### src/rtl/burst_fir_pkg.sv
package burst_fir_pkg;
  // Source codes for an adder input port in the wiring table (>= 0 selects a tap).
  localparam int SRC_CHILD = -2;
  localparam int SRC_ZERO  = -1;
  localparam int SRC_NONE  = -3;
endpackage

### src/rtl/burst_tap_line.sv
module burst_tap_line #(
  parameter int NTAPS = 4
) (
  input  logic             clk,
  input  logic             rst,
  input  logic             en,
  input  logic             din,
  output logic [NTAPS-1:0] taps
);
  logic [NTAPS-1:0] line_q;

  always_ff @(posedge clk) begin
    if (rst)     line_q <= '0;
    else if (en) line_q <= {line_q[NTAPS-2:0], din};
  end

  assign taps = line_q;


  tap0_capture_chk: assert property (@(posedge clk) disable iff (rst)
    en |=> line_q[0] == $past(din));

  line_hold_chk: assert property (@(posedge clk) disable iff (rst)
    !en |=> $stable(line_q));
endmodule

### src/rtl/burst_zero_src.sv
module burst_zero_src #(
  parameter bit OFFSET_ZERO = 1'b1
) (
  input  logic clk,
  input  logic rst,
  input  logic en,
  output logic zbit
);
  logic phase_q;

  always_ff @(posedge clk) begin
    if (rst)     phase_q <= 1'b0;
    else if (en) phase_q <= ~phase_q;
  end

  assign zbit = OFFSET_ZERO ? phase_q : 1'b0;

  if (OFFSET_ZERO) begin : g_chk

    zero_toggle_chk: assert property (@(posedge clk) disable iff (rst)
      en |=> zbit != $past(zbit));

    zero_hold_chk: assert property (@(posedge clk) disable iff (rst)
      !en |=> $stable(zbit));
  end
endmodule

### src/rtl/burst_carry_cell.sv
module burst_carry_cell (
  input  logic clk,
  input  logic rst,
  input  logic en,
  input  logic a,
  input  logic b,
  output logic carry
);
  logic rem_q;

  assign carry = (a & b) | (a & rem_q) | (b & rem_q);

  always_ff @(posedge clk) begin
    if (rst)     rem_q <= 1'b0;
    else if (en) rem_q <= a ^ b ^ rem_q;
  end


  cell_balance_chk: assert property (@(posedge clk) disable iff (rst)
    en |=> (int'(rem_q) + 2 * int'($past(carry))) ==
           (int'($past(a)) + int'($past(b)) + int'($past(rem_q))));

  cell_hold_chk: assert property (@(posedge clk) disable iff (rst)
    !en |=> $stable(rem_q));
endmodule

### src/rtl/burst_fir.sv
module burst_fir
  import burst_fir_pkg::*;
#(
  parameter int LEVELS      = 4,
  parameter int NTAPS       = 4,
  parameter bit OFFSET_ZERO = 1'b1,
  parameter int SRC_A [2**LEVELS] = '{SRC_NONE, SRC_CHILD, SRC_CHILD, SRC_NONE,
                                      SRC_CHILD, SRC_NONE, SRC_NONE, SRC_NONE,
                                      0, 2, SRC_NONE, SRC_NONE,
                                      SRC_NONE, SRC_NONE, SRC_NONE, SRC_NONE},
  parameter int SRC_B [2**LEVELS] = '{SRC_NONE, 1, 3, SRC_NONE,
                                      SRC_CHILD, SRC_NONE, SRC_NONE, SRC_NONE,
                                      SRC_ZERO, 1, SRC_NONE, SRC_NONE,
                                      SRC_NONE, SRC_NONE, SRC_NONE, SRC_NONE},
  parameter logic [2**LEVELS-1:0] NEG_A = 16'h0200,
  parameter logic [2**LEVELS-1:0] NEG_B = 16'h0004
) (
  input  logic clk,
  input  logic rst,
  input  logic in_valid,
  input  logic in_data,
  output logic out_valid,
  output logic out_data
);
  localparam int NODES = 2**LEVELS;

  // A node exists when every ancestor port on its path selects a child.
  function automatic bit node_on(input int idx);
    int k;
    int src;
    bit on;
    on = 1'b1;
    k  = idx;
    for (int s = 0; s < LEVELS; s++) begin
      if (k > 1) begin
        src = (k % 2 == 1) ? SRC_B[k/2] : SRC_A[k/2];
        if (src != SRC_CHILD) on = 1'b0;
        k = k / 2;
      end
    end
    return on;
  endfunction

  logic [NTAPS-1:0] taps;
  logic             zbit;

  burst_tap_line #(.NTAPS(NTAPS)) u_line (
    .clk(clk), .rst(rst), .en(in_valid), .din(in_data), .taps(taps)
  );

  burst_zero_src #(.OFFSET_ZERO(OFFSET_ZERO)) u_zero (
    .clk(clk), .rst(rst), .en(in_valid), .zbit(zbit)
  );

  for (genvar j = 1; j < NODES; j++) begin : gen_node
    if (node_on(j)) begin : g_on
      logic a, b, carry;

      if (SRC_A[j] == SRC_CHILD) begin : g_a
        assign a = gen_node[2*j].g_on.carry;
      end else if (SRC_A[j] == SRC_ZERO) begin : g_a
        assign a = zbit;
      end else begin : g_a
        assign a = taps[SRC_A[j]] ^ NEG_A[j];
      end

      if (SRC_B[j] == SRC_CHILD) begin : g_b
        assign b = gen_node[2*j+1].g_on.carry;
      end else if (SRC_B[j] == SRC_ZERO) begin : g_b
        assign b = zbit;
      end else begin : g_b
        assign b = taps[SRC_B[j]] ^ NEG_B[j];
      end

      burst_carry_cell u_cell (
        .clk(clk), .rst(rst), .en(in_valid), .a(a), .b(b), .carry(carry)
      );
    end
  end

  always_ff @(posedge clk) begin
    if (rst) begin
      out_valid <= 1'b0;
      out_data  <= 1'b0;
    end else begin
      out_valid <= in_valid;
      if (in_valid) out_data <= gen_node[1].g_on.carry;
    end
  end


  reset_out_chk: assert property (@(posedge clk)
    rst |=> !out_valid && !out_data);

  valid_follow_chk: assert property (@(posedge clk) disable iff (rst)
    in_valid |=> out_valid);

  idle_hold_chk: assert property (@(posedge clk) disable iff (rst)
    !in_valid |=> !out_valid && $stable(out_data));
endmodule

### config.mk
export PLATFORM = sky130hd
export DESIGN_NAME = burst_fir
export DESIGN_NICKNAME = d
export VERILOG_FILES = /design/src/rtl/burst_fir_pkg.sv /design/src/rtl/burst_tap_line.sv /design/src/rtl/burst_zero_src.sv /design/src/rtl/burst_carry_cell.sv /design/src/rtl/burst_fir.sv
export SDC_FILE = /design/constraint.sdc
export NUM_CORES = 1
export LEC_CHECK = 0
export CORE_AREA = 2 2 39 41
export DETAILED_ROUTE_END_ITERATION = 6
export DIE_AREA = 0 0 41 43
export DONT_BUFFER_PORTS = 1
export PLACE_DENSITY = 0.55
export SYNTH_ARGS = -nofsm -noshare
export SYNTH_HDL_FRONTEND = slang
export SYNTH_HIERARCHICAL = 1
export SYNTH_SLANG_ARGS = --single-unit
### constraint.sdc
create_clock -name clk -period 5.5 [get_ports clk]
set_input_delay 1.1 -clock clk [delete_from_list [all_inputs] [get_ports clk]]
set_output_delay 1.1 -clock clk [all_outputs]
set_load 0.1 [all_outputs]
Yosys cells after proc, flatten, opt, wreduce, memory -nomap -nowiden:

Index checks and enable logic that the tools add are counted.
W data, S select, Z words.

* output and inout port bits: 2
* flip-flop bits (word level): 12
* input port bits: 4

* bitwise gates (word level): 38

Operators with widths (count)
* $and A1 B1 Y1: 15
* $or A1 B1 Y1: 10
* $xor A1 B1 Y1: 10
* $not A1 Y1: 3

Depth between registers and ports, before layout:

Gate-level depths: netlist of run 1.

* word-level depth: 13
* depth in mapped cells: 7
* gate-level depth less buffers: 7

Modules after synthesis:

Netlist of run 1, hierarchy kept.

Modules (own cells, without submodules)
* burst_carry_cell: times used 5, area an instance 53.8 um2, cells an instance 4
* burst_tap_line: times used 1, area an instance 140.1 um2, cells an instance 13
* burst_fir: times used 1, area an instance 67.6 um2, cells an instance 7
* burst_zero_src: times used 1, area an instance 32.5 um2, cells an instance 3

Worst setup path before layout of run 1:

No wires, ideal clock.

* path kind: reg-to-reg
* from: register u_line.line_q[2], in the netlist u_line/taps[2]
* to: register gen_node[1].g_on.u_cell.rem_q
* cell stages (with the launch flop): 8
* clock period less this slack: 2.440 ns
* path slack: 3.060 ns
* data arrival time: 2.326 ns
* cells stage by stage: dfxtp_1 > inv_1 > fa_1 > fa_1 > fa_1 > fa_1 > mux2i_1 > nor2_1

* word-level cells in the longest chain between the ends: 12
* elaborated cells on any way between the ends: 15
* those cells by class: bitwise: 15

Ends and longest elaborated chain
* start: declaration: line burst_tap_line.sv:10 `logic [NTAPS-1:0] line_q;`
* start signal: assignment: line burst_tap_line.sv:14 `else if (en) line_q <= {line_q[NTAPS-2:0], din};`
* $not A1 Y1 (no line) *
* net gen_node[9].g_on.a: line burst_fir.sv:57 `logic a, b, carry;`
* $and A1 B1 Y1: line burst_carry_cell.sv:11 `assign carry = (a & b) | (a & rem_q) | (b & rem_q);`
* $or A1 B1 Y1 * (2 in series): line burst_carry_cell.sv:11
* net gen_node[4].g_on.b: line burst_fir.sv:57
* $and A1 B1 Y1: line burst_carry_cell.sv:11
* $or A1 B1 Y1: line burst_carry_cell.sv:11
* $or A1 B1 Y1 *: line burst_carry_cell.sv:11
* net gen_node[2].g_on.a: line burst_fir.sv:57
* $and A1 B1 Y1: line burst_carry_cell.sv:11
* $or A1 B1 Y1 * (2 in series): line burst_carry_cell.sv:11
* net gen_node[1].g_on.a: line burst_fir.sv:57
* $xor A1 B1 Y1 * (2 in series): line burst_carry_cell.sv:15 `else if (en) rem_q <= a ^ b ^ rem_q;`
* end signal: assignment: line burst_carry_cell.sv:15
* end: declaration: line burst_carry_cell.sv:9 `logic rem_q;`

Mark *: on every way through the listed nets, which the timed path passes. The rest lies on a longest branch.
A chain may end at the register's enable or synchronous reset.

Final worst setup path of run 1:

Same ends and word-level chain as after synthesis.

==> results of run 1 <==
[power by group through the flow]
stage | Sequential [mW] | Clock, mW | Combinational, mW
after global placement | 0.106 | 0 | 0.0208
after CTS | 0.105 | 0.0703 | 0.0236
after floorplan | 0.105 | 0 | 0.0199
after global routing | 0.106 | 0.0771 | 0.0270
after detailed placement | 0.106 | 0 | 0.0235
final | 0.104 | 0.0672 | 0.0230
[sequential cells by signal, indices dropped and copies added (netlist names)]
signal,flops
u_line/taps,4
out_data,1
gen_node.g_on.u_cell/rem_q,5
out_valid,1
u_zero/zbit,1
[cells by family (layout without fill, tap and decap cells)]
logic type | Yosys count | count (layout) | share of synthesized area (%)
muxes | 10 | 10 | 19.66
adders and majority gates | 5 | 5 | 19.66
DFF | 12 | 12 | 47.17
xor gates and xnor gates | 1 | 1 | 1.720
and+or+nand+nor | 12 | 12 | 9.337
buffers and inverters | 3 | 6 | 2.457
[layout make-up]
| type | instances | area [um^2] |
|---|---|---|
| Inverter | 2 | 7.507 |
| Fill cell | 140 | 823.3 |
| Sequential cell | 12 | 240.2 |
| Tap cell | 16 | 20.02 |
| Multi-Input combinational cell | 28 | 256.5 |
| Clock buffer | 4 | 36.28 |
[worst paths after layout]
path / startpoint / endpoint / cells past startpoint
max: u_line/taps[2]$_SDFFE_PP0P_ / gen_node[1].g_on.u_cell/rem_q$_SDFFE_PP0P_ / 7
min: u_line/taps[3]$_SDFFE_PP0P_ / u_line/taps[3]$_SDFFE_PP0P_ / 2
max reg2reg: u_line/taps[2]$_SDFFE_PP0P_ / gen_node[1].g_on.u_cell/rem_q$_SDFFE_PP0P_ / 7
min reg2reg: u_line/taps[3]$_SDFFE_PP0P_ / u_line/taps[3]$_SDFFE_PP0P_ / 2
[placed cells by master (no fill, tap or decap), drive strengths merged]
| master | netlist | final |
|---|---|---|
| fa | 5 | 5 |
| clkbuf | 1 | 4 |
| nor2b | 1 | 1 |
| mux2i | 10 | 10 |
| dfxtp | 12 | 12 |
| xnor2 | 1 | 1 |
| inv | 2 | 2 |
| nor2 | 11 | 11 |
[through the flow]
| step | hold WS (ps) | cell area, um^2 |
|---|---|---|
| after floorplan | 460.4 | 509.2 |
| after global placement | 479.5 | 524.3 |
| after detailed placement | 497.1 | 524.3 |
| after CTS | 514.3 | 560.5 |
| after global routing | 528.7 | 560.5 |
| final | 505.9 | 560.5 |
[worst reg2reg max path, stage by stage, from the launching register on]
cell and delay [ps]:
dfxtp_1 350, inv_1 70, fa_1 440, fa_1 430, fa_1 470, fa_1 490
mux2i_1 150, nor2_1 50
[routing by layer]
| layer | up-vias | global-route usage, % | wire (um) |
|---|---|---|---|
| met5 | - | 0 | 0 |
| li1 | 141 | - | - |
| met2 | 9 | 15.00 | 336 |
| met1 | 142 | 12.42 | 292 |
| met4 | 0 | 6.000 | 10 |
| met3 | 2 | 10.47 | 68 |
==> flow_metrics.py, run 1 <==
metrics = {
    "outcome": {
        "status": "complete, no violations",
    },
    "finish": {
        "fin_nets": 56,
        "drive_gt1_share_pct": 8.696,
        "fin_util_pct": 40.51,
        "fin_cells": 62,
        "n_antenna_cell": 0,
        "area_delta_synth_final_pct": 10.07,
    },
    "critical_path": {
        "cp-end-kind": "flip-flop",
        "cpMostUsedCell": "fa_1",
        "cp_top_family": "adder cells",
        "start_kind": "flip-flop",
        "path_buf_inv": 1,
        "crit_type": "flip-flop to flip-flop",
        "cp_data_required_time_ps": 5660,
        "worst_path_largest_cell_delay_ps": 490,
        "cp.arrival_ps": 2720,
        "crit_path_max_fanout": 3,
        "r2r_setup_slack_ps": 2950,
        "path_cells": "inv_1 -> fa_1 -> fa_1 -> fa_1 -> fa_1 -> mux2i_1 -> nor2_1",
        "cpMaxStageDelayCell": "fa_1",
    },
    "global_route": {
        "grt_max_degree": 13,
        "grt_pass1_wl_um": 1235,
        "track_usage_pct": 11.60,
        "grt_pass1_vias": 296,
        "antenna_found_initial": 0,
        "overflow": 0,
    },
    "sta": {
        "setup_viol": 0,
        "fin_crit_ps": 2554,
        "finalWorstSetupSlack_ps": 2946,
        "max_slew_margin_pct": 35.46,
        "hold_viol_final": 0,
        "setup_tns_ps": 0,
        "finalCritPeriodShare_pct": 46.43,
        "worst_clock_skew_ps": 0.7624,
        "grt_setup_unrepaired": "false",
        "worstMarginPinSlew_ps": 966.7,
        "drv_slew": 0,
        "timing.fmax_mhz": 391.6,
    },
    "routing": {
        "wl_per_cell_um": 11.40,
        "drt_pass1_iterations": 4,
        "drtIter0Drc": 2,
        "viasPerCell": 4.742,
        "vias": 294,
        "drc": 0,
        "wl_um": 707,
        "drtAntennaViolNets": 0,
    },
    "yosys": {
        "async_reset_ff_share_pct": 0,
        "yosysTopAreaCellShare_pct": 47.17,
        "synth_commonest_cells": "12 x dfxtp_1, 11 x nor2_1, 10 x mux2i_1",
        "yosysTopAreaCell": "dfxtp_1",
        "netlist_area_um2": 509.2,
        "syn_area_per_cell_um2": 11.84,
        "synthTopCellsByArea": "dfxtp_1 47%, fa_1 20%, mux2i_1 20%, nor2_1 8.1%, xnor2_1 1.7%",
        "synthFlopType": "dfxtp_1",
        "synth_edf_count": 0,
        "ys_ff_latch": 12,
        "yosysMostFrequentCell": "dfxtp_1",
        "ys_types": 8,
        "syn-num-nets": 52,
        "yosys_warnings": 6,
        "synth_cells": 43,
        "yosysSeqAreaShare_pct": 47.17,
    },
    "placement": {
        "gp_congestion": 0.7378,
        "pre_cts_slack_ps": 2942,
        "place_inst": 58,
        "port_buffers": 0,
    },
    "clocking": {
        "insertion_delay_ps": 260,
        "htreeDepth": 1,
        "cts_setup_buffers": 0,
        "cts_resized": 0,
        "clk_pin_slew_ps": 70,
        "root_buffer": "clkbuf_4",
        "cts-hold-fix-buffers": 0,
        "cts_tree": "built",
        "clockBufferDepth": 2,
        "cts_num_sinks": 12,
        "numCtsBuffers": 3,
    },
    "floorplan": {
        "dieWidth_um": 41,
        "start_util_pct": 36.80,
        "die_area_um2": 1763,
        "fp.dieH_um": 43,
        "pin_count": 6,
        "core-area_um2": 1384,
        "placementRows": 14,
    },
    "power": {
        "design_power_total_uw": 194.6,
        "pwr-share-seq_pct": 53.6,
        "p_leak_nw": 0.2470,
        "powerDensity_nw_per_um2": 347.2,
        "peakVddDrop_mv": 0.1854,
        "internal_power_uw": 147.7,
        "p_comb_share_pct": 11.8,
        "power_frac_clock_pct": 34.5,
        "swShare_pct": 24.11,
        "p_sw_uw": 46.91,
    },
    "job": {
        "drv_cap": 0,
    },
    "worst_hold_path": {
        "hold_class": "flip-flop to flip-flop",
    },
}
No activity file was read; power rests on OpenSTA's default activity.
==> run 2, diff against run 1 <==
--- a/config.mk
+++ b/config.mk
@@ -9,7 +9,7 @@
 export DETAILED_ROUTE_END_ITERATION = 6
 export DIE_AREA = 0 0 41 43
 export DONT_BUFFER_PORTS = 1
-export PLACE_DENSITY = 0.55
+export PLACE_DENSITY = 0.57
 export SYNTH_ARGS = -nofsm -noshare
 export SYNTH_HDL_FRONTEND = slang
 export SYNTH_HIERARCHICAL = 1
==> constraint.sdc (replaced) <==
create_clock -name clk -period 2.3 [get_ports clk]
set_input_delay 0.46 -clock clk [delete_from_list [all_inputs] [get_ports clk]]
set_output_delay 0.46 -clock clk [all_outputs]
set_load 0.1 [all_outputs]
==> flow_metrics.py, run 2 (synthesis results as in run 1) <==
metrics = {
    "sta": {
        "fin_crit_ps": 2253,
        "timing.fmax_mhz": 443.9,
        "worst_clock_skew_ps": 3.679,
        "grt_setup_unrepaired": "true",
        "worstMarginPinSlew_ps": 286.6,
        "finalWorstSetupSlack_ps": 47.24,
        "setup_viol": 0,
        "setup_tns_ps": 0,
        "drv_slew": 0,
        "hold_viol_final": 0,
        "max_slew_margin_pct": 80.89,
        "whs_ps": 249.1,
        "finalCritPeriodShare_pct": 97.95,
    },
    "critical_path": {
        "start_kind": "flip-flop",
        "r2r_setup_slack_ps": 50,
        "r2r_end": "gen_node[1].g_on.u_cell/rem_q$_SDFFE_PP0P_",
        "cp.arrival_ps": 2410,
        "worst-r2r-cell-count": 6,
        "cp-end-kind": "flip-flop",
        "cp_data_required_time_ps": 2460,
        "cpMaxStageDelayCell": "fa_1",
        "cpMostUsedCell": "fa_2",
        "crit_type": "flip-flop to flip-flop",
        "path_cells": "fa_2 -> fa_2 -> fa_2 -> fa_1 -> mux2i_1 -> nor2_1",
        "crit_path_max_fanout": 2,
        "crit_start": "gen_node[9].g_on.u_cell/rem_q$_SDFFE_PP0P_",
        "worst_path_largest_cell_delay_ps": 480,
        "r2r_start": "gen_node[9].g_on.u_cell/rem_q$_SDFFE_PP0P_",
        "crit_end": "gen_node[1].g_on.u_cell/rem_q$_SDFFE_PP0P_",
    },
    "clocking": {
        "cts_num_sinks": 12,
        "cts_tree": "built",
        "root_buffer": "clkbuf_4",
        "htreeDepth": 1,
        "clk_pin_slew_ps": 70,
        "insertion_delay_ps": 260,
        "numCtsBuffers": 3,
        "clockBufferDepth": 2,
        "cts_setup_buffers": 0,
    },
    "floorplan": {
        "core-area_um2": 1384,
        "start_util_pct": 36.80,
        "dieWidth_um": 41,
        "pin_count": 6,
        "placementRows": 14,
        "fp.dieH_um": 43,
        "die_area_um2": 1763,
    },
    "placement": {
        "gp_congestion": 0.6663,
        "pre_cts_slack_ps": -58.56,
        "port_buffers": 0,
        "place_inst": 63,
        "detailed_place_hpwl_um": 654.3,
        "place_area_um2": 569.3,
    },
    "outcome": {
        "status": "complete, no violations",
    },
    "finish": {
        "largest_reg_flops": 5,
        "largest_register": "gen_node.g_on.u_cell/rem_q",
        "n_antenna_cell": 0,
        "fin_cells": 67,
        "drive_gt1_share_pct": 29.41,
        "area_delta_synth_final_pct": 19.90,
        "layout_common_cells": "11 x nor2_1, 10 x mux2i_1, 10 x dfxtp_1, 5 x buf_4, 4 x fa_2",
        "layout_commonest_cell": "nor2_1",
        "fin_nets": 61,
        "fin_util_pct": 44.12,
        "design_area_um2": 610.6,
    },
    "job": {
        "drv_cap": 0,
    },
    "worst_hold_path": {
        "whs_path_depth": 1,
        "hold_start": "rst",
        "hold_class": "input pin to flip-flop",
    },
    "routing": {
        "drt_pass1_iterations": 4,
        "drtIter0Drc": 8,
        "wl_per_cell_um": 12.43,
        "vias": 308,
        "drc": 0,
        "viasPerCell": 4.597,
        "wl_um": 833,
        "drtAntennaViolNets": 0,
    },
    "global_route": {
        "overflow": 0,
        "grt_pass1_wl_um": 1442,
        "antenna_found_initial": 0,
        "grt_max_degree": 13,
        "grt_pass1_vias": 347,
        "track_usage_pct": 13.06,
    },
    "power": {
        "p_leak_nw": 0.2692,
        "powerDensity_nw_per_um2": 781.0,
        "design_power_total_uw": 476.9,
        "peakVddDrop_mv": 0.2648,
    },
}
==> run 2: worst max-delay path: cells and delay by family (launching register included) <==
| family | cells | cell delay (ps) |
|---|---|---|
| fa+ha+maj | 4 | 1630 |
| flops | 1 | 340 |
| mux | 1 | 140 |
| simple gates | 1 | 50 |
==> run 2: power breakdown <==
group | total (mW) | internal [mW] | switching [mW]
clock network | 0.161 | 0.0961 | 0.0649
registers | 0.240 | 0.226 | 0.0139
logic | 0.0760 | 0.0383 | 0.0377
total | 0.477 | 0.360 | 0.116
==> run 2: metal layers <==
| metal | track usage, % | share of wire [%] |
|---|---|---|
| met5 | 0 | 0 |
| met1 | 13.90 | 39 |
| met3 | 5.759 | 5.9 |
| met2 | 19.06 | 53 |
| met4 | 10.00 | 1.2 |
==> run 2: worst min-delay path by stage <==
stage                                                            end  slack (ps)
after floorplan                          u_line/taps[3]$_SDFFE_PP0P_         460
after global placement                   u_line/taps[3]$_SDFFE_PP0P_         480
after detailed placement                 u_line/taps[3]$_SDFFE_PP0P_         500
after CTS                 gen_node[9].g_on.u_cell/rem_q$_SDFFE_PP0P_         240
after global routing      gen_node[9].g_on.u_cell/rem_q$_SDFFE_PP0P_         230
final                     gen_node[9].g_on.u_cell/rem_q$_SDFFE_PP0P_         250
==> run 2: area by class of cell <==
class / count / area (um^2)
Multi-Input combinational cell: 28 / 266.5
Fill cell: 134 / 773.2
Clock buffer: 4 / 36.28
Tap cell: 16 / 20.02
Sequential cell: 12 / 242.7
Inverter: 2 / 7.507
Timing Repair Buffer: 5 / 37.54
==> run 2: repair_timing <==
item                                    4_1_cts  5_1_grt
endpoints found under the setup margin        2        1
hold buffers                                  0        0
resized for setup                             3        0
pin swaps                                     4        0
